## src/rtl/dma_chan_pkg.sv

```systemverilog
package dma_chan_pkg;
  typedef enum logic [2:0] {
    ST_IDLE,
    ST_FETCH,
    ST_READ,
    ST_WRITE,
    ST_RETIRE
  } chanState_t;

  typedef struct packed {
    logic loadDesc;
    logic latchRd;
    logic stepWord;
    logic selDst;
  } dpStrobes_t;

  localparam logic [1:0] SEL_START = 2'd0;
  localparam logic [1:0] SEL_COUNT = 2'd1;
  localparam logic [1:0] SEL_PRIO  = 2'd2;
  localparam logic [1:0] SEL_CTRL  = 2'd3;
endpackage

```

## src/rtl/dma_chan_datapath.sv

```systemverilog
module dma_chan_datapath
  import dma_chan_pkg::*;
#(
  parameter int DESC_DEPTH = 16,
  parameter int ATTR_W     = 6,
  localparam int IDX_W     = $clog2(DESC_DEPTH),
  localparam int WORDS     = DESC_DEPTH * 3,
  localparam int WA_W      = $clog2(WORDS),
  localparam int DESC_AW   = WA_W + 2
) (
  input  logic               clk,
  input  logic               rstN,
  input  logic               descWe,
  input  logic [DESC_AW-1:0] descAddr,
  input  logic [31:0]        descWdata,
  input  logic [IDX_W-1:0]   fetchIdx,
  input  dpStrobes_t         strb,
  input  logic [31:0]        memRdata,
  output logic               descZero,
  output logic               lastWord,
  output logic [31:0]        memAddr,
  output logic [31:0]        memWdata,
  output logic [ATTR_W-1:0]  memAttr,
  output logic               memFlag
);
  logic [31:0] descRam [WORDS];
  logic [WA_W-1:0] wrIdx, baseIdx;
  logic [31:0] srcWord, dstWord, xferWord;
  logic [31:0] srcAddr, dstAddr, dataReg;
  logic [15:0] bytesLeft;
  logic [ATTR_W-1:0] attrReg;
  logic flagReg;

  assign wrIdx = descAddr[DESC_AW-1:2];

  always_ff @(posedge clk) begin
    if (descWe && (int'(wrIdx) < WORDS)) descRam[wrIdx] <= descWdata;
  end

  assign baseIdx  = WA_W'(fetchIdx) + WA_W'(fetchIdx) + WA_W'(fetchIdx);
  assign srcWord  = descRam[baseIdx];
  assign dstWord  = descRam[baseIdx + WA_W'(1)];
  assign xferWord = descRam[baseIdx + WA_W'(2)];
  assign descZero = (xferWord[15:0] == 16'd0);

  always_ff @(posedge clk or negedge rstN) begin
    if (!rstN) begin
      srcAddr   <= '0;
      dstAddr   <= '0;
      bytesLeft <= '0;
      dataReg   <= '0;
      attrReg   <= '0;
      flagReg   <= 1'b0;
    end else begin
      if (strb.loadDesc) begin
        srcAddr   <= srcWord;
        dstAddr   <= dstWord;
        bytesLeft <= xferWord[15:0];
        attrReg   <= xferWord[16 +: ATTR_W];
        flagReg   <= xferWord[22];
      end
      if (strb.latchRd) dataReg <= memRdata;
      if (strb.stepWord) begin
        srcAddr   <= srcAddr + 32'd4;
        dstAddr   <= dstAddr + 32'd4;
        bytesLeft <= bytesLeft - 16'd4;
      end
    end
  end

  assign lastWord = (bytesLeft == 16'd4);
  assign memAddr  = strb.selDst ? dstAddr : srcAddr;
  assign memWdata = dataReg;
  assign memAttr  = attrReg;
  assign memFlag  = flagReg;

  // byte counts are word multiples (input assumption)
  assert_count_aligned_R2: assert property (@(posedge clk) disable iff (!rstN)
    strb.loadDesc |-> xferWord[1:0] == 2'b00);
  // a word step never happens with nothing left
  assert_no_underflow_R4: assert property (@(posedge clk) disable iff (!rstN)
    strb.stepWord |-> bytesLeft != 16'd0);
endmodule

```

## src/rtl/dma_chan_ctrl.sv

```systemverilog
module dma_chan_ctrl
  import dma_chan_pkg::*;
#(
  parameter int DESC_DEPTH = 16,
  parameter int PRIO_W     = 3,
  parameter int CH_NUM     = 0,
  localparam int IDX_W     = $clog2(DESC_DEPTH),
  localparam int CNT_W     = IDX_W + 1
) (
  input  logic              clk,
  input  logic              rstN,
  input  logic              cfgWe,
  input  logic [1:0]        cfgSel,
  input  logic [31:0]       cfgData,
  input  logic              intClrWe,
  input  logic [31:0]       intClrData,
  input  logic              globalIrqEn,
  input  logic              memGnt,
  input  logic              descZero,
  input  logic              lastWord,
  output dpStrobes_t        strb,
  output logic [IDX_W-1:0]  curIdx,
  output logic              busy,
  output logic              irq,
  output logic [PRIO_W-1:0] prioLevel,
  output logic              memReq,
  output logic              memWe
);
  chanState_t state;
  logic [IDX_W-1:0]  startIdx;
  logic [CNT_W-1:0]  descCnt, leftCnt;
  logic runB, rstB, iocB, circB, compFlag;
  logic ctrlWr, startGo, setFlag, clrHit;

  assign ctrlWr  = cfgWe && (cfgSel == SEL_CTRL);
  assign startGo = ctrlWr && cfgData[0] && !cfgData[1] && !runB && (state == ST_IDLE);
  assign setFlag = (state == ST_RETIRE) && iocB;
  assign clrHit  = intClrWe && intClrData[CH_NUM + 16];

  always_ff @(posedge clk or negedge rstN) begin
    if (!rstN) begin
      startIdx  <= '0;
      descCnt   <= '0;
      prioLevel <= '0;
      runB      <= 1'b0;
      rstB      <= 1'b0;
      iocB      <= 1'b0;
      circB     <= 1'b0;
    end else if (cfgWe) begin
      unique case (cfgSel)
        SEL_START: if (!runB) startIdx  <= cfgData[IDX_W-1:0];
        SEL_COUNT: if (!runB) descCnt   <= cfgData[CNT_W-1:0];
        SEL_PRIO:  if (!runB) prioLevel <= cfgData[PRIO_W-1:0];
        default: begin
          runB  <= cfgData[0];
          rstB  <= cfgData[1];
          iocB  <= cfgData[2];
          circB <= cfgData[3];
        end
      endcase
    end
  end

  always_ff @(posedge clk or negedge rstN) begin
    if (!rstN) begin
      state   <= ST_IDLE;
      curIdx  <= '0;
      leftCnt <= '0;
    end else if (rstB) begin
      state <= ST_IDLE;
    end else begin
      unique case (state)
        ST_IDLE: if (startGo && (descCnt != '0)) begin
          state   <= ST_FETCH;
          curIdx  <= startIdx;
          leftCnt <= descCnt;
        end
        ST_FETCH: state <= descZero ? ST_RETIRE : ST_READ;
        ST_READ:  if (memGnt) state <= ST_WRITE;
        ST_WRITE: if (memGnt) state <= lastWord ? ST_RETIRE : ST_READ;
        default: begin
          if (leftCnt == CNT_W'(1)) begin
            if (circB && runB) begin
              state   <= ST_FETCH;
              curIdx  <= startIdx;
              leftCnt <= descCnt;
            end else begin
              state <= ST_IDLE;
            end
          end else begin
            state   <= ST_FETCH;
            curIdx  <= curIdx + IDX_W'(1);
            leftCnt <= leftCnt - CNT_W'(1);
          end
        end
      endcase
    end
  end

  always_ff @(posedge clk or negedge rstN) begin
    if (!rstN) compFlag <= 1'b0;
    else       compFlag <= setFlag || (compFlag && !clrHit);
  end

  assign busy   = (state != ST_IDLE);
  assign memReq = (state == ST_READ) || (state == ST_WRITE);
  assign memWe  = (state == ST_WRITE);
  assign irq    = compFlag && globalIrqEn;

  assign strb.loadDesc = (state == ST_FETCH);
  assign strb.latchRd  = (state == ST_READ) && memGnt;
  assign strb.stepWord = (state == ST_WRITE) && memGnt;
  assign strb.selDst   = (state == ST_WRITE);

  assert_cfg_frozen_R8: assert property (@(posedge clk) disable iff (!rstN)
    (runB && cfgWe && cfgSel == SEL_START) |=> $stable(startIdx));
  assert_reset_stops_R9: assert property (@(posedge clk) disable iff (!rstN)
    rstB |=> !busy && !memReq);
  assert_flag_needs_ioc_R10: assert property (@(posedge clk) disable iff (!rstN)
    $rose(compFlag) |-> $past(iocB));
  assert_flag_clear_R11: assert property (@(posedge clk) disable iff (!rstN)
    (clrHit && !setFlag) |=> !compFlag);
  assert_req_held_R4: assert property (@(posedge clk) disable iff (!rstN)
    (memReq && !memGnt && !rstB) |=> memReq && $stable(memWe));
endmodule

```

## src/rtl/audio_desc_dma.sv

```systemverilog
module audio_desc_dma
  import dma_chan_pkg::*;
#(
  parameter int DESC_DEPTH = 16,
  parameter int ATTR_W     = 6,
  parameter int PRIO_W     = 3,
  parameter int CH_NUM     = 0,
  localparam int IDX_W     = $clog2(DESC_DEPTH),
  localparam int DESC_AW   = $clog2(DESC_DEPTH * 3) + 2
) (
  input  logic               clk,
  input  logic               rstN,
  input  logic               descWe,
  input  logic [DESC_AW-1:0] descAddr,
  input  logic [31:0]        descWdata,
  input  logic               cfgWe,
  input  logic [1:0]         cfgSel,
  input  logic [31:0]        cfgData,
  input  logic               intClrWe,
  input  logic [31:0]        intClrData,
  input  logic               globalIrqEn,
  input  logic               memGnt,
  input  logic [31:0]        memRdata,
  output logic               memReq,
  output logic               memWe,
  output logic [31:0]        memAddr,
  output logic [31:0]        memWdata,
  output logic [ATTR_W-1:0]  memAttr,
  output logic               memFlag,
  output logic [IDX_W-1:0]   curDesc,
  output logic               busy,
  output logic               irq,
  output logic [PRIO_W-1:0]  prioLevel
);
  dpStrobes_t strb;
  logic descZero, lastWord;

  dma_chan_ctrl #(.DESC_DEPTH(DESC_DEPTH), .PRIO_W(PRIO_W), .CH_NUM(CH_NUM)) uCtrl (
    .clk(clk), .rstN(rstN), .cfgWe(cfgWe), .cfgSel(cfgSel), .cfgData(cfgData),
    .intClrWe(intClrWe), .intClrData(intClrData), .globalIrqEn(globalIrqEn),
    .memGnt(memGnt), .descZero(descZero), .lastWord(lastWord), .strb(strb),
    .curIdx(curDesc), .busy(busy), .irq(irq), .prioLevel(prioLevel),
    .memReq(memReq), .memWe(memWe)
  );

  dma_chan_datapath #(.DESC_DEPTH(DESC_DEPTH), .ATTR_W(ATTR_W)) uDp (
    .clk(clk), .rstN(rstN), .descWe(descWe), .descAddr(descAddr),
    .descWdata(descWdata), .fetchIdx(curDesc), .strb(strb), .memRdata(memRdata),
    .descZero(descZero), .lastWord(lastWord), .memAddr(memAddr),
    .memWdata(memWdata), .memAttr(memAttr), .memFlag(memFlag)
  );
endmodule

```

## config.mk

```make
export PLATFORM = sky130hd
export DESIGN_NAME = audio_desc_dma
export DESIGN_NICKNAME = d
export VERILOG_FILES = /design/src/rtl/dma_chan_pkg.sv /design/src/rtl/dma_chan_datapath.sv /design/src/rtl/dma_chan_ctrl.sv /design/src/rtl/audio_desc_dma.sv
export SDC_FILE = /design/constraint.sdc
export NUM_CORES = 2
export LEC_CHECK = 0
export ABC_CLOCK_PERIOD_IN_PS = 9600
export BUFFER_PORTS_ARGS = -buffer_cell sky130_fd_sc_hd__buf_2
export CAP_MARGIN = 10
export CORE_MARGIN = 10
export CORE_UTILIZATION = 58
export DETAILED_ROUTE_END_ITERATION = 12
export GPL_ROUTABILITY_DRIVEN = 1
export PLACE_DENSITY = 0.75
export SLEW_MARGIN = 20
export SYNTH_ARGS = -nofsm -noshare
export SYNTH_HDL_FRONTEND = slang
export SYNTH_HIERARCHICAL = 1
export SYNTH_SLANG_ARGS = --single-unit
```

## constraint.sdc

```tcl
create_clock -name clk -period 9.6 [get_ports clk]
set_input_delay 1.44 -clock clk [delete_from_list [all_inputs] [get_ports clk]]
set_output_delay 1.44 -clock clk [all_outputs]
set_load 0.02 [all_outputs]
```

==> impl_metrics.prom <==
# TYPE chip_impl_metric gauge
chip_impl_metric{name="via_count",unit=""} 52554
chip_impl_metric{name="detail_route.iter0.violations",unit=""} 8571
chip_impl_metric{name="crit_path_max_fanout",unit=""} 37
chip_impl_info{name="crit_path_start_kind",value="register"} 1
chip_impl_metric{name="cts-resized-gates",unit=""} 0
chip_impl_metric{name="final_wl",unit="microns"} 267000
chip_impl_metric{name="core",unit="sq mm"} 0.150
chip_impl_info{name="worstReg2RegEnd",value="uCtrl/state[1]"} 1
chip_impl_info{name="biggest_area_contributors_in_the_synthesized_netlist",value="sky130_fd_sc_hd__edfxtp_1 (53%), sky130_fd_sc_hd__mux4_2 (32%), sky130_fd_sc_hd__dfrtp_1 (4.2%), sky130_fd_sc_hd__mux2i_1 (1.4%), sky130_fd_sc_hd__mux2_2 (1.3%)"} 1
chip_impl_metric{name="insertion_delay",unit="ps"} 840
chip_impl_info{name="critPathLaunch",value="uCtrl/curIdx[0]"} 1
chip_impl_info{name="clock-root-buffer",value="sky130_fd_sc_hd__clkbuf_16"} 1
chip_impl_metric{name="synthToLayoutAreaGrowth",unit="%"} 10.3
chip_impl_metric{name="post_synth_instance_area",unit="sq mm"} 0.0873
chip_impl_info{name="rsz0062_at_grt",value="false"} 1
chip_impl_metric{name="cp_data_arrival_time",unit="ps"} 8040
chip_impl_metric{name="share_of_the_synthesized_area_in_the_top_cell_type",unit=""} 0.528
chip_impl_metric{name="critical_path_required",unit="ps"} 10300
chip_impl_metric{name="synthesis.nets",unit=""} 4692
chip_impl_metric{name="yosys_warnings",unit=""} 6
chip_impl_metric{name="drt_drc",unit=""} 0
chip_impl_metric{name="die-height",unit="microns"} 408
chip_impl_metric{name="netlist-cell-type-count",unit=""} 73
chip_impl_metric{name="timing.max_slew.rel_slack",unit=""} 0.148
chip_impl_metric{name="ys_ff_latch",unit=""} 1684
chip_impl_metric{name="fin_skew",unit="ps"} 27.5
chip_impl_metric{name="yosysSeqAreaShare",unit=""} 0.570
chip_impl_metric{name="grt_util_all_layers",unit=""} 0.318
chip_impl_metric{name="numPortBuffers",unit=""} 166
chip_impl_metric{name="cts.sinks",unit=""} 1684
chip_impl_metric{name="grt_max_degree",unit=""} 136
chip_impl_metric{name="postCtsHoldBufs",unit=""} 0
chip_impl_info{name="critPathCaptureType",value="register"} 1
chip_impl_metric{name="async_flop_share",unit=""} 0.0879
chip_impl_metric{name="cts_made_buffers",unit=""} 174
chip_impl_metric{name="r2r_setup_slack",unit="ps"} 2260
chip_impl_info{name="rr_startpoint",value="uCtrl/curIdx[0]"} 1
chip_impl_info{name="synthTopCellsByCount",value="sky130_fd_sc_hd__edfxtp_1 (1,536), sky130_fd_sc_hd__mux4_2 (1,232), sky130_fd_sc_hd__nand2_1 (281)"} 1
chip_impl_metric{name="fp-row-count",unit=""} 142
chip_impl_info{name="result_of_the_run",value="finished clean"} 1
chip_impl_metric{name="initial_core_util",unit=""} 0.583
chip_impl_info{name="worstHoldPathType",value="reg2reg"} 1
chip_impl_info{name="setup_crit_end",value="uCtrl/state[1]"} 1
chip_impl_metric{name="synth_edf_count",unit=""} 1536
chip_impl_metric{name="overall_overflow_remaining_after_global_route",unit=""} 0
chip_impl_metric{name="hpwl",unit="microns"} 158000
chip_impl_metric{name="final.fill_count",unit=""} 9834
chip_impl_metric{name="ant_nets",unit=""} 0
chip_impl_metric{name="grt_pass1_wl",unit="microns"} 379000
chip_impl_info{name="cts_tree",value="yes"} 1
chip_impl_metric{name="timing.fmax",unit="MHz"} 136
chip_impl_metric{name="first_pass_iters",unit=""} 6
chip_impl_metric{name="fin_crit",unit="ps"} 7340
chip_impl_metric{name="grt_antenna_before_repair",unit=""} 23
chip_impl_metric{name="cts_max_level",unit=""} 4
chip_impl_metric{name="netlist_instances",unit=""} 4533
chip_impl_metric{name="dieWidth",unit="microns"} 408
chip_impl_metric{name="routed_wire_length_per_instance",unit="microns"} 39.3
chip_impl_metric{name="die_area",unit="sq mm"} 0.167
chip_impl_metric{name="io_pins",unit=""} 227
chip_impl_metric{name="final_net_count",unit=""} 4782
chip_impl_metric{name="post_route_cells_drive_above_1_share",unit=""} 0.415
chip_impl_metric{name="clock_tree_buf_depth",unit=""} 3
chip_impl_metric{name="final_min_period_over_clock_period",unit=""} 0.765
chip_impl_info{name="dominantRegCellSynth",value="sky130_fd_sc_hd__edfxtp_1"} 1
chip_impl_metric{name="grt_pass1_vias",unit=""} 51314
chip_impl_metric{name="finalMaxSlewViolations",unit=""} 0
chip_impl_info{name="synth_area_leader_cell",value="sky130_fd_sc_hd__edfxtp_1"} 1
chip_impl_info{name="yosys.cell_count.top_type",value="sky130_fd_sc_hd__edfxtp_1"} 1
chip_impl_metric{name="max_slew.worst_pin.slew",unit="ps"} 1280
chip_impl_metric{name="postCtsSetupBuffers",unit=""} 0
chip_impl_metric{name="finalWeightedCongestion",unit=""} 0.926
chip_impl_metric{name="syn-mean-instance-area",unit="sq um"} 19.3
chip_impl_metric{name="fin_tns_setup",unit="ps"} 0
chip_impl_metric{name="cap_viol_max_count",unit=""} 0
chip_impl_metric{name="finalHoldViolations",unit=""} 0
chip_impl_metric{name="clock_transition_at_the_register_clock_pins_on_the_worst_setup_and_hold_paths_after_cts",unit="ps"} 60
chip_impl_metric{name="r2r_cells",unit=""} 15
chip_impl_metric{name="via_per_inst",unit=""} 7.74
chip_impl_metric{name="finalSetupViolations",unit=""} 0
chip_impl_info{name="worstSetupPathType",value="reg2reg"} 1
area by class of cell:
| class | count | area (sq um) | area share |
|---|---|---|---|
| multi-input combinational | 2451 | 36300 | 0.376 |
| timing repair buffer | 295 | 1990 | 0.0206 |
| sequential | 1684 | 49800 | 0.517 |
| clock inverter | 111 | 1080 | 0.0112 |
| tap | 2016 | 2520 | 0.0262 |
| antenna | 9 | 22.5 | 0.000234 |
| inverter | 17 | 66.3 | 0.000688 |
| clock buffer | 209 | 4560 | 0.0473 |
cell families (layout without fill, tap and decap cells):
logic type               count (synthesis)  in the layout  share of synthesized area
flip-flops                            1684           1684                      0.570
multiplexers                          1458           1458                      0.345
AND/OR/NAND/NOR                        624            624                     0.0326
buffers and inverters                  398            632                     0.0205
AO/OA/AOI/OAI                          290            290                     0.0219
XOR/XNOR                                65             65                    0.00735
adder cells (fa/ha/maj)                 14             14                    0.00209
other                                    0              9                          0
sequential cells by signal (all words and copies together) (netlist names), 3 cells and up:
name,flops
uCtrl/state,3
uCtrl/descCnt,5
uCtrl/leftCnt,5
uCtrl/startIdx,4
uCtrl/prioLevel,3
uDp/dstAddr,32
uDp/srcAddr,32
uDp/memAttr,6
uDp/descRam,1536
uDp/bytesLeft,16
uDp/memWdata,32
uCtrl/curIdx,4
critical path, stage by stage (launching register included):
cell                       delay, ps
sky130_fd_sc_hd__dfrtp_4         800
sky130_fd_sc_hd__ha_1            270
sky130_fd_sc_hd__inv_1            60
sky130_fd_sc_hd__fa_4           1150
sky130_fd_sc_hd__clkinv_2        180
sky130_fd_sc_hd__ha_4            220
sky130_fd_sc_hd__xnor3_4        1010
sky130_fd_sc_hd__buf_4           510
sky130_fd_sc_hd__mux4_2          590
sky130_fd_sc_hd__mux2i_1         340
sky130_fd_sc_hd__nand4_1         150
sky130_fd_sc_hd__or4b_1          550
sky130_fd_sc_hd__nor4_1          990
sky130_fd_sc_hd__nor2_1           90
sky130_fd_sc_hd__a22oi_1         180
sky130_fd_sc_hd__nor3_1           60
worst min-delay path by stage:
| stage | startpoint | end | cells past startpoint |
|---|---|---|---|
| final | uDp/memAttr[1] | uDp/memAttr[1] | 1 |
| after global routing | uDp/memAttr[1] | uDp/memAttr[1] | 1 |
| after CTS | uDp/bytesLeft[1] | uDp/bytesLeft[1] | 2 |
| after detailed placement | uDp/bytesLeft[1] | uDp/bytesLeft[1] | 2 |
| after global placement | uDp/bytesLeft[1] | uDp/bytesLeft[1] | 2 |
| after floorplan | uDp/bytesLeft[1] | uDp/bytesLeft[1] | 2 |
stage by stage:
stage,hold slack [ps],area [sq um],utilization,instances,worst slack [ps]
finish,479,96300,0.643,6792,2260
global route,512,96300,0.643,6784,2030
CTS,480,96300,0.643,6782,2380
detailed placement,467,90600,0.605,6462,2390
global placement,458,90600,0.605,6460,2400
floorplan,441,87300,-,4533,3780
placed cells by master, fill, tap and decap left out, types with 9 or more instances in the layout:
cell	n
sky130_fd_sc_hd__and3_1	29
sky130_fd_sc_hd__o311ai_0	9
sky130_fd_sc_hd__buf_2	165
sky130_fd_sc_hd__xor2_1	23
sky130_fd_sc_hd__nor2_1	88
sky130_fd_sc_hd__clkbuf_16	176
sky130_fd_sc_hd__a21oi_1	77
sky130_fd_sc_hd__a31oi_1	29
sky130_fd_sc_hd__mux2i_1	126
sky130_fd_sc_hd__mux4_2	1232
sky130_fd_sc_hd__clkinvlp_4	14
sky130_fd_sc_hd__dfrtp_1	147
sky130_fd_sc_hd__nand3_1	70
sky130_fd_sc_hd__ha_1	11
sky130_fd_sc_hd__nor3_1	10
sky130_fd_sc_hd__bufinv_16	17
sky130_fd_sc_hd__or3_1	9
sky130_fd_sc_hd__buf_4	115
sky130_fd_sc_hd__buf_12	11
sky130_fd_sc_hd__or2_2	10
sky130_fd_sc_hd__nand4_1	9
sky130_fd_sc_hd__mux2_2	97
sky130_fd_sc_hd__inv_1	14
sky130_fd_sc_hd__clkbuf_1	30
sky130_fd_sc_hd__a211oi_1	22
sky130_fd_sc_hd__nor2_4	48
sky130_fd_sc_hd__o21ai_0	51
sky130_fd_sc_hd__clkinv_2	27
sky130_fd_sc_hd__clkinv_1	38
sky130_fd_sc_hd__a21o_1	10
sky130_fd_sc_hd__nor2b_1	23
sky130_fd_sc_hd__nand2_1	281
sky130_fd_sc_hd__o211ai_1	24
sky130_fd_sc_hd__xnor2_1	31
sky130_fd_sc_hd__edfxtp_1	1536
sky130_fd_sc_hd__diode_2	9
sky130_fd_sc_hd__a311oi_1	31
metal layers:
metal | share of wire | GRT usage
met5 | 0.00055 | 0
met4 | 0.058 | 0.153
met3 | 0.15 | 0.102
met2 | 0.46 | 0.477
met1 | 0.33 | 0.426
Power is left out: the tool's default activity adds up to more than one toggle a clock period on the data nets, which glitch-free logic cannot reach.
